File: src/rtl/nco_ramp_pkg.sv
package nco_ramp_pkg;

  // Fraction num/den of 2^w, rounded down (w up to 48).
  function automatic logic [63:0] frac_of_scale(input int w, input int num, input int den);
    logic [63:0] full;
    full = 64'd1 << w;
    return (full * 64'(num)) / 64'(den);
  endfunction

  // Upward move reaches or passes the upper bound.
  function automatic logic up_hits(input logic [63:0] cur, input logic [63:0] step,
                                   input logic [63:0] hi);
    return (step != 64'd0) && (step >= (hi - cur));
  endfunction

  // Downward move reaches or passes the lower bound.
  function automatic logic dn_hits(input logic [63:0] cur, input logic [63:0] step,
                                   input logic [63:0] lo);
    return (step != 64'd0) && (step >= (cur - lo));
  endfunction

endpackage

File: src/rtl/nco_tick_div.sv
module nco_tick_div #(
  parameter int DIV = 8
) (
  input  logic clk_i,
  input  logic rst_i,
  input  logic en_i,
  output logic tick_o
);
  localparam int CNT_W = (DIV > 1) ? $clog2(DIV) : 1;

  generate
    if (DIV == 1) begin : g_every
      assign tick_o = en_i;
    end else begin : g_count
      logic [CNT_W-1:0] cnt_q;
      logic             last_w;
      assign last_w = (cnt_q == CNT_W'(DIV - 1));
      assign tick_o = en_i && last_w;
      always_ff @(posedge clk_i) begin
        if (rst_i || !en_i) begin
          cnt_q <= '0;
        end else if (last_w) begin
          cnt_q <= '0;
        end else begin
          cnt_q <= cnt_q + CNT_W'(1);
        end
      end
    end
  endgenerate
endmodule

File: src/rtl/nco_freq_ramp.sv
module nco_freq_ramp
  import nco_ramp_pkg::*;
#(
  parameter int ACC_W = 32,
  parameter logic [ACC_W-1:0] LO = '0,
  parameter logic [ACC_W-1:0] HI = '1
) (
  input  logic             clk_i,
  input  logic             rst_i,
  input  logic             en_i,
  input  logic             tick_i,
  input  logic [ACC_W-1:0] step_i,
  input  logic             dir_dn_i,
  input  logic             bounce_i,
  output logic [ACC_W-1:0] freq_o,
  output logic             dir_dn_o,
  output logic             stopped_o,
  output logic             clamp_o
);
  logic [ACC_W-1:0] freq_q;
  logic             dn_q;
  logic             stop_q;
  logic             move_w;
  logic             hit_w;
  logic [ACC_W-1:0] next_w;

  assign move_w = en_i && tick_i && !stop_q && (step_i != '0);
  assign hit_w  = dn_q ? dn_hits(64'(freq_q), 64'(step_i), 64'(LO))
                       : up_hits(64'(freq_q), 64'(step_i), 64'(HI));
  assign next_w = dn_q ? (freq_q - step_i) : (freq_q + step_i);
  assign clamp_o = move_w && hit_w;

  always_ff @(posedge clk_i) begin
    if (rst_i) begin
      freq_q <= LO;
      dn_q   <= 1'b0;
      stop_q <= 1'b0;
    end else if (!en_i) begin
      dn_q   <= dir_dn_i;
      stop_q <= 1'b0;
    end else if (move_w) begin
      if (hit_w) begin
        freq_q <= dn_q ? LO : HI;
        if (bounce_i) dn_q <= ~dn_q;
        else          stop_q <= 1'b1;
      end else begin
        freq_q <= next_w;
      end
    end
  end

  assign freq_o    = freq_q;
  assign dir_dn_o  = dn_q;
  assign stopped_o = stop_q;
endmodule

File: src/rtl/nco_phase_acc.sv
module nco_phase_acc #(
  parameter int ACC_W = 32
) (
  input  logic             clk_i,
  input  logic             rst_i,
  input  logic             en_i,
  input  logic [ACC_W-1:0] freq_i,
  output logic             bit_o
);
  logic [ACC_W-1:0] phase_q;
  logic [ACC_W:0]   sum_w;

  assign sum_w = {1'b0, phase_q} + {1'b0, freq_i};

  always_ff @(posedge clk_i) begin
    if (rst_i) begin
      phase_q <= '0;
      bit_o   <= 1'b0;
    end else if (!en_i) begin
      bit_o   <= 1'b0;
    end else begin
      phase_q <= sum_w[ACC_W-1:0];
      bit_o   <= sum_w[ACC_W];
    end
  end
endmodule

File: src/rtl/duty_ramp_nco.sv
module duty_ramp_nco
  import nco_ramp_pkg::*;
#(
  parameter int ACC_W   = 32,
  parameter int DIV     = 8,
  parameter int LO_NUM  = 1,
  parameter int HI_NUM  = 6,
  parameter int WIN_DEN = 7
) (
  input  logic             clk_i,
  input  logic             rst_i,
  input  logic             en_i,
  input  logic [ACC_W-1:0] step_i,
  input  logic             dir_dn_i,
  input  logic             bounce_i,
  output logic             bit_o,
  output logic [ACC_W-1:0] freq_o
);
  localparam logic [63:0] LO_FULL = frac_of_scale(ACC_W, LO_NUM, WIN_DEN);
  localparam logic [63:0] HI_FULL = frac_of_scale(ACC_W, HI_NUM, WIN_DEN);
  localparam logic [ACC_W-1:0] LO_WORD = LO_FULL[ACC_W-1:0];
  localparam logic [ACC_W-1:0] HI_WORD = HI_FULL[ACC_W-1:0];

  logic tick_w;
  logic clamp_w;
  logic dir_dn_w;
  logic stopped_w;

  nco_tick_div #(.DIV(DIV)) u_div (
    .clk_i (clk_i),
    .rst_i (rst_i),
    .en_i  (en_i),
    .tick_o(tick_w)
  );

  nco_freq_ramp #(.ACC_W(ACC_W), .LO(LO_WORD), .HI(HI_WORD)) u_ramp (
    .clk_i    (clk_i),
    .rst_i    (rst_i),
    .en_i     (en_i),
    .tick_i   (tick_w),
    .step_i   (step_i),
    .dir_dn_i (dir_dn_i),
    .bounce_i (bounce_i),
    .freq_o   (freq_o),
    .dir_dn_o (dir_dn_w),
    .stopped_o(stopped_w),
    .clamp_o  (clamp_w)
  );

  nco_phase_acc #(.ACC_W(ACC_W)) u_acc (
    .clk_i (clk_i),
    .rst_i (rst_i),
    .en_i  (en_i),
    .freq_i(freq_o),
    .bit_o (bit_o)
  );
endmodule

File: config.mk
export PLATFORM = sky130hd
export DESIGN_NAME = duty_ramp_nco
export DESIGN_NICKNAME = d
export VERILOG_FILES = /design/src/rtl/nco_ramp_pkg.sv /design/src/rtl/nco_tick_div.sv /design/src/rtl/nco_freq_ramp.sv /design/src/rtl/nco_phase_acc.sv /design/src/rtl/duty_ramp_nco.sv
export SDC_FILE = /design/constraint.sdc
export NUM_CORES = 1
export LEC_CHECK = 0
export BUFFER_PORTS_ARGS = -buffer_cell sky130_fd_sc_hd__buf_2
export CELL_PAD_IN_SITES_DETAIL_PLACEMENT = 1
export CELL_PAD_IN_SITES_GLOBAL_PLACEMENT = 1
export CORE_MARGIN = 2
export CORE_UTILIZATION = 51
export CTS_BUF_LIST = sky130_fd_sc_hd__clkbuf_4
export CTS_CLUSTER_DIAMETER = 30
export DETAILED_ROUTE_END_ITERATION = 12
export PLACE_DENSITY = 0.92
export SLEW_MARGIN = 30
export SYNTH_ARGS = -nofsm -noshare
export SYNTH_HDL_FRONTEND = slang
export SYNTH_SLANG_ARGS = --single-unit
File: constraint.sdc
create_clock -name clk_i -period 12.6 [get_ports clk_i]
set_input_delay 2.52 -clock clk_i [delete_from_list [all_inputs] [get_ports clk_i]]
set_output_delay 2.52 -clock clk_i [all_outputs]
set_load 0.01 [all_outputs]
== After elaboration in Yosys (flattened, before gate mapping) ==
Index checks and enable logic that the tools add are counted.
Storage, ports and cells
  output and inout port bits: 33
  bits in registers: 70
  word-level logic and storage cells: 44
Cells by class
  order comparisons: 2
  bitwise operators: 3
  muxes and demuxes: 8
  eq/ne operators: 4
  add/sub/neg operators: 6
  reduce and logical (&&, ||, !) cells: 15
Operators by type and width (number)
  greater-or-equal comparator 32 x 64 -> 1 bit: 2
  two-way mux 32 bit: 3
  adder 32 x 32 -> 33 bit: 1
  subtractor 32 x 30 -> 33 bit (second input constant): 1
  subtractor 32 x 32 -> 33 bit (first input constant): 1
  adder 32 bit: 1
  nonzero test 32 bit: 1
  subtractor 32 bit: 1
  logical AND 1 bit: 6
  inequality test 2 x 1 -> 1 bit (second input constant): 3
  AND reduction 3 bit: 2
  two-way mux 1 bit: 5
  OR reduction 2 bit: 2
  adder 3 x 1 -> 3 bit (second input constant): 1
  == test 3 bit (second input constant): 1
  inverter 1 bit: 3
  zero test 1 bit: 2
  AND reduction 2 bit: 1
  logical OR 1 bit: 1

== Logic depth before layout (Yosys ltp) ==
Gate-level depths: netlist (run 1).
  depth in word-level cells: 7
  mapped depth: 21
  depth with buffers taken out: 20

== Hierarchy ==
Synthesis (run 1) repeated with hierarchy kept, for this count alone.
Second synthesis, totals
  cell total of the unflattened synthesis: 1246
  area, all modules: 9460.3 um^2
Modules (own cells, without submodules)
  nco_freq_ramp: cells an instance 831, area an instance 6200.9 um^2, instances 1
  nco_phase_acc: cells an instance 406, area an instance 3128.0 um^2, instances 1
  nco_tick_div: cells an instance 9, area an instance 131.4 um^2, instances 1

== Worst setup path before layout (run 1) ==
OpenSTA, ideal clock, no wires.
  path type: input port to flip-flop
  start: input step_i[5]
  end: register u_ramp.freq_q[31], in the netlist u_ramp.freq_o[31]
  arrival: 6.333 ns
  slack: 6.204 ns
  cell stages on the path: 15
  required time: 12.537 ns
  cells stage by stage: nor4_1 -> nor4b_1 -> nand2_1 -> nor3_1 -> nor2_1 -> xnor2_1 -> ha_1 -> a21o_1 -> a21oi_1 -> o21ai_0 -> or3_1 -> o21ai_0 -> o31ai_1 -> or4b_1 -> nand3_1
On the way
  word-level cells in the longest chain between the ends: 4
Ends and longest elaborated chain
  from (decl): RTL line duty_ramp_nco.sv:13  | input logic [ACC_W-1:0] step_i,
  greater-or-equal comparator 32 x 64 -> 1 bit, or another cell as far along: RTL line nco_ramp_pkg.sv:13  | return (step != 64'd0) && (step >= (hi - cur));
  logical AND 1 bit (on tied branches): RTL line nco_ramp_pkg.sv:13, nco_ramp_pkg.sv:19
  two-way mux 1 bit: RTL line nco_freq_ramp.sv:28  | assign hit_w = dn_q ? dn_hits(64'(freq_q), 64'(step_i), 64'(LO))
  two-way mux 32 bit: RTL line nco_freq_ramp.sv:42  | if (hit_w) begin
  to (signal assigned): RTL line nco_freq_ramp.sv:43  | freq_q <= dn_q ? LO : HI;
  to (signal assigned): RTL line nco_freq_ramp.sv:47  | freq_q <= next_w;
  to (decl): RTL line nco_freq_ramp.sv:20  | logic [ACC_W-1:0] freq_q;
Several ways; a longest one is shown, not always the timed one.
A chain may end at the register's enable or synchronous reset.

== Worst setup path in the final report (run 1) ==
  start: input step_i[4]
  end: register u_ramp.freq_q[31], in the netlist u_ramp.freq_o[31]
The elaborated chain is that of the path after synthesis.

==> flow_metrics.tcl, run 1 <==
set metrics [dict create \
    status "finished, final reports clean" \
    ctsHtreeMaxLevel 3 \
    yosys-top-cells-area "ha_1 (18%), dfxtp_1 (16%), xnor2_1 (9.5%)" \
    worstMarginPinSlew_ns 0.883 \
    gr-usage-all-layers 0.331 \
    cts.sinks 70 \
    synth_top_area_share 0.183 \
    die_w_um 137 \
    netlist_area_um2 8970 \
    hold_path.class "register to register" \
    synthDistinctLibCells 70 \
    path_class "input port to register" \
    synth.most_common_cell "nor2_1" \
    syn_nets 1359 \
    ys_ff_latch 70 \
    rsz0062_at_grt "no" \
    cts-root-buf "clkbuf_4" \
    post_drt_wl_per_cell_um 20.9 \
    seq_area_frac_synth 0.156 \
    io_pins 70 \
    cts_tree "yes" \
    clockBufferDepth 2 \
    maxSlewViolCount 0 \
    crit_family "simple AND/OR/NAND/NOR gates" \
    path_common_cell "o21ai_0" \
    synth_edf_count 0 \
    portBuffers 69 \
    drive_gt1_frac 0.0995 \
    p_total_uw 573 \
    powerDensity_nw_per_um2 59.9 \
    cp.required_ns 13.01 \
    die_y_um 137 \
    setup_viol 0 \
    clock-skew-final_ns 0.0212 \
    timing.final.crit_period_ns 7.08 \
    clk_pin_slew_ns 0.13 \
    synth_flop_cell "dfxtp_1" \
    antenna_found_initial 1 \
    reg2reg_depth 20 \
    core_area_um2 17200 \
    place_congestion 0.953 \
    dpl.hpwl_um 23300 \
    grt_pass1_wl_um 49100 \
    synth_area_per_cell_um2 7.55 \
    fillerInstances 2240 \
    synth.largest_area_cell "ha_1" \
    dr.pass1.iters 5 \
    relSlewSlack 0.403 \
    cp_max_fo 6 \
    multi_input_area_um2 7270 \
    hold_viol 0 \
    drc 0 \
    grt_pass1_vias 9436 \
    post_cts_resized 0 \
    start_util 0.521 \
    hold_depth 1 \
    vias 9417 \
    synth_common_cells "nor2_1 (134), ha_1 (131), a21oi_1 (120)" \
    cts_setup_buffers 0 \
    dieArea_um2 18700 \
    insertion_delay_ns 0.46 \
    ir_worst_vdd_uv 33.6 \
    cap_violations 0 \
    ys.warnings.count 0 \
    cts_buffers 9 \
    crit_arrival_ns 7.49 \
    avgViaCountPerCell 6.49 \
    rows 48 \
    crit_path_end_kind "register" \
    ff_latch_area_um2 1400 \
    cp_slowest_cell "nor4b_1" \
    grt.overflow.total 0 \
    finalCritPeriodShare 0.562 \
    totalWireLength_um 30400 \
    ant_nets 0 \
    tns_ns 0 \
    cts-hold-fix-buffers 0 \
    grt_max_degree 67 \
    timing.fmax_mhz 141 \
    p_leak_nw 4.29 \
    fin_nets 1392 \
    async_flop_share 0 \
    path_depth 16 \
    path_cells "buf_2 -> nor4_1 -> nor4b_1 -> nand2_1 -> nor3_1 -> nor2_1 -> xnor2_1 -> ha_1 -> a21o_1 -> a21oi_1 -> o21ai_0 -> or3_1 -> o21ai_0 -> o31ai_1 -> or4b_1 -> nand3_1" \
    synth_cells 1189 \
    worst-path-buf-inv 1 \
    slowest_delay_ns 0.78 \
    area_delta_synth_final_pct 6.67 \
    drt_first_iter_violations 602 \
    startpoint_type "input port" \
]
[final timing paths]
path                                     start                           endpoint  slack (ns)
max                                  step_i[4]     u_ramp.freq_o[31]$_SDFFE_PP0P_        5.52
min          u_div.g_count.cnt_q[0]$_SDFF_PP0_  u_div.g_count.cnt_q[0]$_SDFF_PP0_        0.46
max reg2reg      u_ramp.freq_o[3]$_SDFFE_PP0P_      u_ramp.freq_o[1]$_SDFFE_PP0P_        6.77
min reg2reg  u_div.g_count.cnt_q[0]$_SDFF_PP0_  u_div.g_count.cnt_q[0]$_SDFF_PP0_        0.46
[report_power, final]
group | internal, mW | switching [mW]
logic | 0.0838 | 0.126
registers | 0.228 | 0.00395
clock network | 0.0432 | 0.0887
[registers in the layout (all words and copies together), names as in the netlist]
signal / count
u_div.g_count.cnt_q: 3
u_acc.bit_o: 1
u_ramp.freq_o: 32
u_acc.phase_q: 32
u_ramp.stopped_o: 1
u_ramp.dir_dn_o: 1
[area by class of cell]
cell class              instances  share of cell area
clock buffers                  11             0.00863
flip-flops and latches         70               0.146
clock inverters                 4             0.00261
repair buffers                 77              0.0424
diodes                          1            0.000261
well taps                     225              0.0294
inverters                      27              0.0106
multi-input cells            1037               0.760
[worst reg2reg max path, cell delays in order (launching register included)]
cell and delay [ns]:
dfxtp_1 0.47, inv_1 0.20, ha_1 0.24, nand2b_1 0.10, a211oi_1 0.44, nor2b_1 0.18, o221ai_2 0.35, a31oi_1 0.30
o31a_1 0.39, o31a_1 0.30, or2_2 0.31, ha_1 0.31, and4_1 0.23, nand2_1 0.07, nor2_1 0.16, nand2_1 0.08
o21ai_0 0.38, nand3_1 0.41, buf_4 0.36, a211oi_1 0.30, a211oi_1 0.09
[kinds of logic after synthesis]
family / count (synthesis) / share of synthesized area
adders and majority gates: 133 / 0.187
muxes: 18 / 0.0201
xor gates and xnor gates: 125 / 0.122
and+or+nand+nor: 401 / 0.215
DFF: 70 / 0.156
AOI/OAI and AO/OA: 360 / 0.265
buffers and inverters: 82 / 0.0346
[placed cells by master, fill, tap and decap left out, types with 15 or more instances in the layout]
cell,instances
nor2_1,134
ha_1,131
a21oi_1,120
xnor2_1,97
nand2_1,88
dfxtp_1,70
buf_2,69
o21ai_0,46
a21o_1,46
nor3_1,41
nand3_1,30
a211oi_1,28
xor2_1,28
inv_1,27
mux2i_1,18
nor2b_1,15
[through the flow]
stage	setup WS (ns)	instance area [µm²]	hold slack, ns	utilization	cells
after floorplan	6.20	8970	0.408	-	1189
after global placement	5.30	9460	0.417	0.549	1436
after detailed placement	5.09	9460	0.443	0.549	1436
after CTS	5.56	9560	0.462	0.555	1451
after global routing	5.12	9570	0.499	0.555	1452
final	5.52	9570	0.460	0.555	1452
[per-layer routing]
layer,share of wire,up-vias,GRT usage
met5,0,-,0
met4,0.025,0,0.112
met3,0.061,75,0.0363
met2,0.45,305,0.532
met1,0.46,4600,0.461
li1,-,4437,-
Power figures use the tool's default switching activity.
==> run 2: changes to the inputs <==
Settings changed: CORE_UTILIZATION 51 to 47, PLACE_DENSITY 0.92 to 0.86.
Clock period 12.6 ns to 7.2 ns, I/O delays scaled along.
==> run 2 against run 1 <==
Count of clock-buffer cells in the layout fell by 2; highest routed layer unchanged; setup slack got worse by 4.1 ns; sequential power rose by 75%.
==> flow_metrics.tcl, run 2 (synthesis gave the netlist of run 1 again) <==
set metrics [dict create \
    cts-root-buf "clkbuf_4" \
    grt_pass1_vias 9203 \
    avgViaCountPerCell 6.22 \
    timing.fmax_mhz 174 \
    grt_max_degree 67 \
    crit_path_end_kind "register" \
    fin_nets 1392 \
    relSlewSlack 0.352 \
    timing.final.crit_period_ns 5.74 \
    area_delta_synth_final_pct 7.11 \
    die_w_um 142 \
    finalCritPeriodShare 0.797 \
    crit_arrival_ns 6.12 \
    core_area_um2 18700 \
    post_drt_wl_per_cell_um 19.4 \
    rows 50 \
    cts.sinks 70 \
    cts_buffers 9 \
    tns_ns 0 \
    cap_violations 0 \
    holdPathEnd "u_div.g_count.cnt_q[0]$_SDFF_PP0_" \
    cp.required_ns 7.58 \
    cts_setup_buffers 0 \
    drive_gt1_frac 0.0986 \
    crit_family "simple AND/OR/NAND/NOR gates" \
    p_leak_nw 4.29 \
    r2r_setup_slack_ns 1.59 \
    slowest_delay_ns 0.57 \
    gr-usage-all-layers 0.280 \
    cp_slowest_cell "nor4_1" \
    antenna_found_initial 1 \
    place_congestion 0.925 \
    startpoint "step_i[5]" \
    start_util 0.480 \
    ant_nets 0 \
    ctsHtreeMaxLevel 3 \
    dpl.hpwl_um 22400 \
    portBuffers 69 \
    dieArea_um2 20200 \
    rsz0062_at_grt "no" \
    hold_path.class "register to register" \
    setup_viol 0 \
    final_common_cell "nor2_1" \
    worstMarginPinSlew_ns 0.960 \
    totalWireLength_um 28400 \
    whs_ns 0.442 \
    hold_depth 1 \
    clockBufferDepth 2 \
    cts_tree "yes" \
    vias 9100 \
    io_pins 70 \
    post_cts_resized 0 \
    grt_pass1_wl_um 46400 \
    grt.overflow.total 0 \
    min_from "u_div.g_count.cnt_q[0]$_SDFF_PP0_" \
    path_common_cell "o21ai_0" \
    cp_max_fo 6 \
    status "finished, final reports clean" \
    drt_first_iter_violations 490 \
    final_cell_mix "nor2_1 (134), ha_1 (131), a21oi_1 (120), xnor2_1 (97), nand2_1 (88)" \
    reg2reg_depth 20 \
    dr.pass1.iters 5 \
    drc 0 \
    startpoint_type "input port" \
    clock-skew-final_ns 0.0144 \
    path_class "input port to register" \
    clk_pin_slew_ns 0.13 \
    die_y_um 142 \
    powerDensity_nw_per_um2 107 \
    maxSlewViolCount 0 \
    hold_viol 0 \
    r2r-end "u_ramp.freq_o[28]$_SDFFE_PP0P_" \
    path_cells "buf_2 -> nor4_1 -> nor4b_1 -> buf_4 -> nand2_1 -> nor3_1 -> nor2_1 -> xnor2_1 -> ha_1 -> a21o_1 -> a21oi_1 -> o21ai_0 -> or3_1 -> o21ai_0 -> o31ai_1 -> or4b_1 -> nand3_1" \
    ir_worst_vdd_uv 60.6 \
    r2r-start "u_ramp.freq_o[3]$_SDFFE_PP0P_" \
    cts-hold-fix-buffers 0 \
    worst-path-buf-inv 2 \
    insertion_delay_ns 0.44 \
]
==> run 2: cell types whose count changed in the layout (fill, tap and decap cells not counted) <==
| cell | previous run | this run |
|---|---|---|
| bufinv_16 | 0 | 1 |
| inv_6 | 0 | 1 |
| clkinvlp_4 | 2 | 3 |
| o31ai_1 | 13 | 14 |
| clkinv_2 | 2 | 0 |
| clkbuf_4 | 11 | 9 |
| o31ai_2 | 1 | 0 |
| clkinv_1 | 0 | 1 |
| clkinv_4 | 0 | 1 |
==> run 2: worst max path at each step <==
stage	end	slack [ns]	cells after the start
global route	u_ramp.freq_o[31]$_SDFFE_PP0P_	1.06	17
floorplan	u_ramp.freq_o[31]$_SDFFE_PP0P_	1.88	15
detailed placement	u_ramp.freq_o[31]$_SDFFE_PP0P_	1.04	17
finish	u_ramp.freq_o[31]$_SDFFE_PP0P_	1.46	17
CTS	u_ramp.freq_o[31]$_SDFFE_PP0P_	1.47	17
global placement	u_ramp.freq_o[31]$_SDFFE_PP0P_	1.27	17
==> run 2: report_power, final <==
part / internal (mW) / leakage [nW] / switching [mW]
registers: 0.399 / 0.569 / 0.00808
logic: 0.146 / 3.66 / 0.209
clock network: 0.106 / 0.0662 / 0.161
==> run 2: area by class of cell <==
class / count / area (µm²)
fill: 2423 / 9090
multi-input combinational: 1037 / 7270
sequential: 70 / 1400
timing repair buffer: 77 / 405
tap: 234 / 293
inverter: 27 / 101
clock inverter: 7 / 73.8
clock buffer: 9 / 67.6
antenna: 1 / 2.50
==> run 2: stage by stage <==
step	instances	utilization	power, mW	worst slack (ns)	cell area (µm²)
floorplan	1189	-	0.669	1.88	8970
global placement	1445	0.506	0.751	1.27	9470
detailed placement	1445	0.506	0.765	1.04	9470
CTS	1461	0.514	1.03	1.47	9610
global route	1462	0.514	1.09	1.06	9610
finish	1462	0.514	1.03	1.46	9610
==> run 2: layer usage <==
| layer | GRT usage | up-vias | share of wire |
|---|---|---|---|
| met5 | 0 | - | 0 |
| met3 | 0.0239 | 41 | 0.040 |
| li1 | - | 4416 | - |
| met2 | 0.483 | 193 | 0.47 |
| met1 | 0.375 | 4450 | 0.47 |
| met4 | 0.0768 | 0 | 0.017 |
==> run 2: worst register-to-register path: cells and delay by family, from the launching register on <==
kind / cells / cell delay [ns]
compound gates: 10 / 2.71
fa+ha+maj: 2 / 0.53
buf+inv: 2 / 0.52
flops: 1 / 0.47
simple gates: 6 / 1.30
==> run 3: changes to the inputs <==
Clock period 7.2 ns to 5.4 ns, I/O delays scaled along.
==> run 3 against run 2 <==
Design area rose by 2.5%; critical path depth up 4; total power grew 32%; die area stayed put; worst hold slack better by 0.0085 ns; setup slack got worse by 1.2 ns; wire length rose by 5.7%; via count increased by 2.4%; register-to-register slack worse by 1.3 ns; critical path type is now register to register; critical endpoint unchanged; largest cell class unchanged; highest routed layer unchanged.
==> flow_metrics.tcl, run 3 (synthesis gave the netlist of run 1 again) <==
set metrics [dict create \
    post_drt_wl_per_cell_um 20.1 \
    hold_viol 0 \
    portBuffers 69 \
    startpoint_type "register" \
    rows 50 \
    final_cell_mix "nor2_1 (134), ha_1 (131), a21oi_1 (120), xnor2_1 (97), nand2_1 (88)" \
    dpl.hpwl_um 24100 \
    finalCritPeriodShare 0.950 \
    final_area_um2 9850 \
    clk_pin_slew_ns 0.12 \
    place_congestion 0.966 \
    worst_slack_ns 0.271 \
    cp_max_fo 10 \
    clockBufferDepth 2 \
    io_pins 70 \
    cts_tree "yes" \
    cp_slowest_cell "dfxtp_1" \
    area_delta_synth_final_pct 9.79 \
    place_ws_ns 0.320 \
    worst-path-buf-inv 3 \
    grt.overflow.total 0 \
    cts-hold-fix-buffers 0 \
    hold_path.class "register to register" \
    crit_family "compound AO/OA/AOI/OAI gates" \
    reg2reg_depth 21 \
    p_leak_nw 4.47 \
    powerDensity_nw_per_um2 138 \
    p_sw_uw 497 \
    cts.sinks 70 \
    final_common_cell "nor2_1" \
    path_cells "inv_1 -> ha_1 -> nand2b_1 -> a211oi_1 -> nor2b_1 -> o221ai_2 -> a31oi_1 -> buf_4 -> o31a_1 -> o31a_1 -> or2_2 -> ha_1 -> a21oi_1 -> nand2_1 -> a221oi_1 -> o211a_1 -> o21ai_0 -> a311oi_4 -> buf_4 -> or4b_1 -> nand3_1" \
    start_util 0.480 \
    grt_pass1_wl_um 49200 \
    dpl_cell_area_um2 9710 \
    crit_arrival_ns 5.50 \
    maxSlewViolCount 0 \
    dr.pass1.iters 5 \
    ir_worst_vdd_uv 111 \
    grt_pass1_vias 9409 \
    startpoint "u_ramp.freq_o[3]$_SDFFE_PP0P_" \
    intPower_uw 863 \
    drive_gt1_frac 0.121 \
    setup_viol 0 \
    dp.cells 1478 \
    vias 9316 \
    cts-root-buf "clkbuf_4" \
    grt_max_degree 35 \
    antenna_found_initial 1 \
    worstMarginPinSlew_ns 0.752 \
    timing.final.crit_period_ns 5.13 \
    power.share.switching 0.366 \
    status "finished, final reports clean" \
    path_class "register to register" \
    drc 0 \
    timing.critical_path.to "u_ramp.freq_o[31]$_SDFFE_PP0P_" \
    die_y_um 142 \
    p_total_mw 1.36 \
    p_clk_frac 0.246 \
    fin_nets 1426 \
    relSlewSlack 0.498 \
    r2r-end "u_ramp.freq_o[31]$_SDFFE_PP0P_" \
    core_area_um2 18700 \
    crit_path_end_kind "register" \
    ctsHtreeMaxLevel 3 \
    dieArea_um2 20200 \
    timing.fmax_mhz 195 \
    cts_buffers 9 \
    cp.required_ns 5.78 \
    gr-usage-all-layers 0.302 \
    fin_cells 1495 \
    cap_violations 0 \
    p_comb_frac 0.355 \
    r2r-start "u_ramp.freq_o[3]$_SDFFE_PP0P_" \
    final_util 0.527 \
    clock-skew-final_ns 0.0180 \
    seqPwrFrac 0.399 \
    whs_ns 0.450 \
    drt_first_iter_violations 716 \
    ant_nets 0 \
    slowest_delay_ns 0.45 \
    r2r_setup_slack_ns 0.27 \
    totalWireLength_um 30000 \
    avgViaCountPerCell 6.23 \
    path_depth 21 \
    tns_ns 0 \
    die_w_um 142 \
    insertion_delay_ns 0.43 \
]
[run 3: what timing repair did]
action | in CTS | in global routing
endpoints found under the setup margin | 0 | 10
buffers inserted | 0 | 1
resized for setup | 0 | 1
hold endpoints to repair | 0 | 0
[run 3: power by group through the flow]
stage               combinational, mW  clock (mW)  sequential, mW
CTS                             0.476       0.336           0.542
floorplan                       0.343           0           0.549
finish                          0.483       0.334           0.542
global placement                0.457           0           0.552
detailed placement              0.473           0           0.554
global route                    0.537       0.359           0.544
[run 3: cell type report]
| type | count | area [µm²] |
|---|---|---|
| well taps | 234 | 293 |
| repair buffers | 111 | 661 |
| multi-input cells | 1037 | 7270 |
| clock inverters | 6 | 53.8 |
| inverters | 27 | 101 |
| diodes | 1 | 2.50 |
| flip-flops and latches | 70 | 1400 |
| fillers | 2433 | 8850 |
| clock buffers | 9 | 67.6 |
[run 3: worst min path at each step]
stage,from,endpoint,cells after the start
finish,u_div.g_count.cnt_q[0]$_SDFF_PP0_,u_div.g_count.cnt_q[0]$_SDFF_PP0_,1
global route,u_div.g_count.cnt_q[0]$_SDFF_PP0_,u_div.g_count.cnt_q[0]$_SDFF_PP0_,1
CTS,u_div.g_count.cnt_q[0]$_SDFF_PP0_,u_div.g_count.cnt_q[0]$_SDFF_PP0_,1
detailed placement,u_div.g_count.cnt_q[0]$_SDFF_PP0_,u_div.g_count.cnt_q[0]$_SDFF_PP0_,1
global placement,u_div.g_count.cnt_q[0]$_SDFF_PP0_,u_div.g_count.cnt_q[0]$_SDFF_PP0_,1
floorplan,u_div.g_count.cnt_q[0]$_SDFF_PP0_,u_div.g_count.cnt_q[0]$_SDFF_PP0_,1
[run 3: metal layers]
metal  up-vias  part of all wire  track usage  wire length (µm)
li1       4484                 -            -                 -
met1      4587              0.48        0.432             14400
met2       220              0.46        0.495             13900
met3        25             0.049       0.0347              1460
met4         0             0.010       0.0547               299
met5         -                 0            0                 0
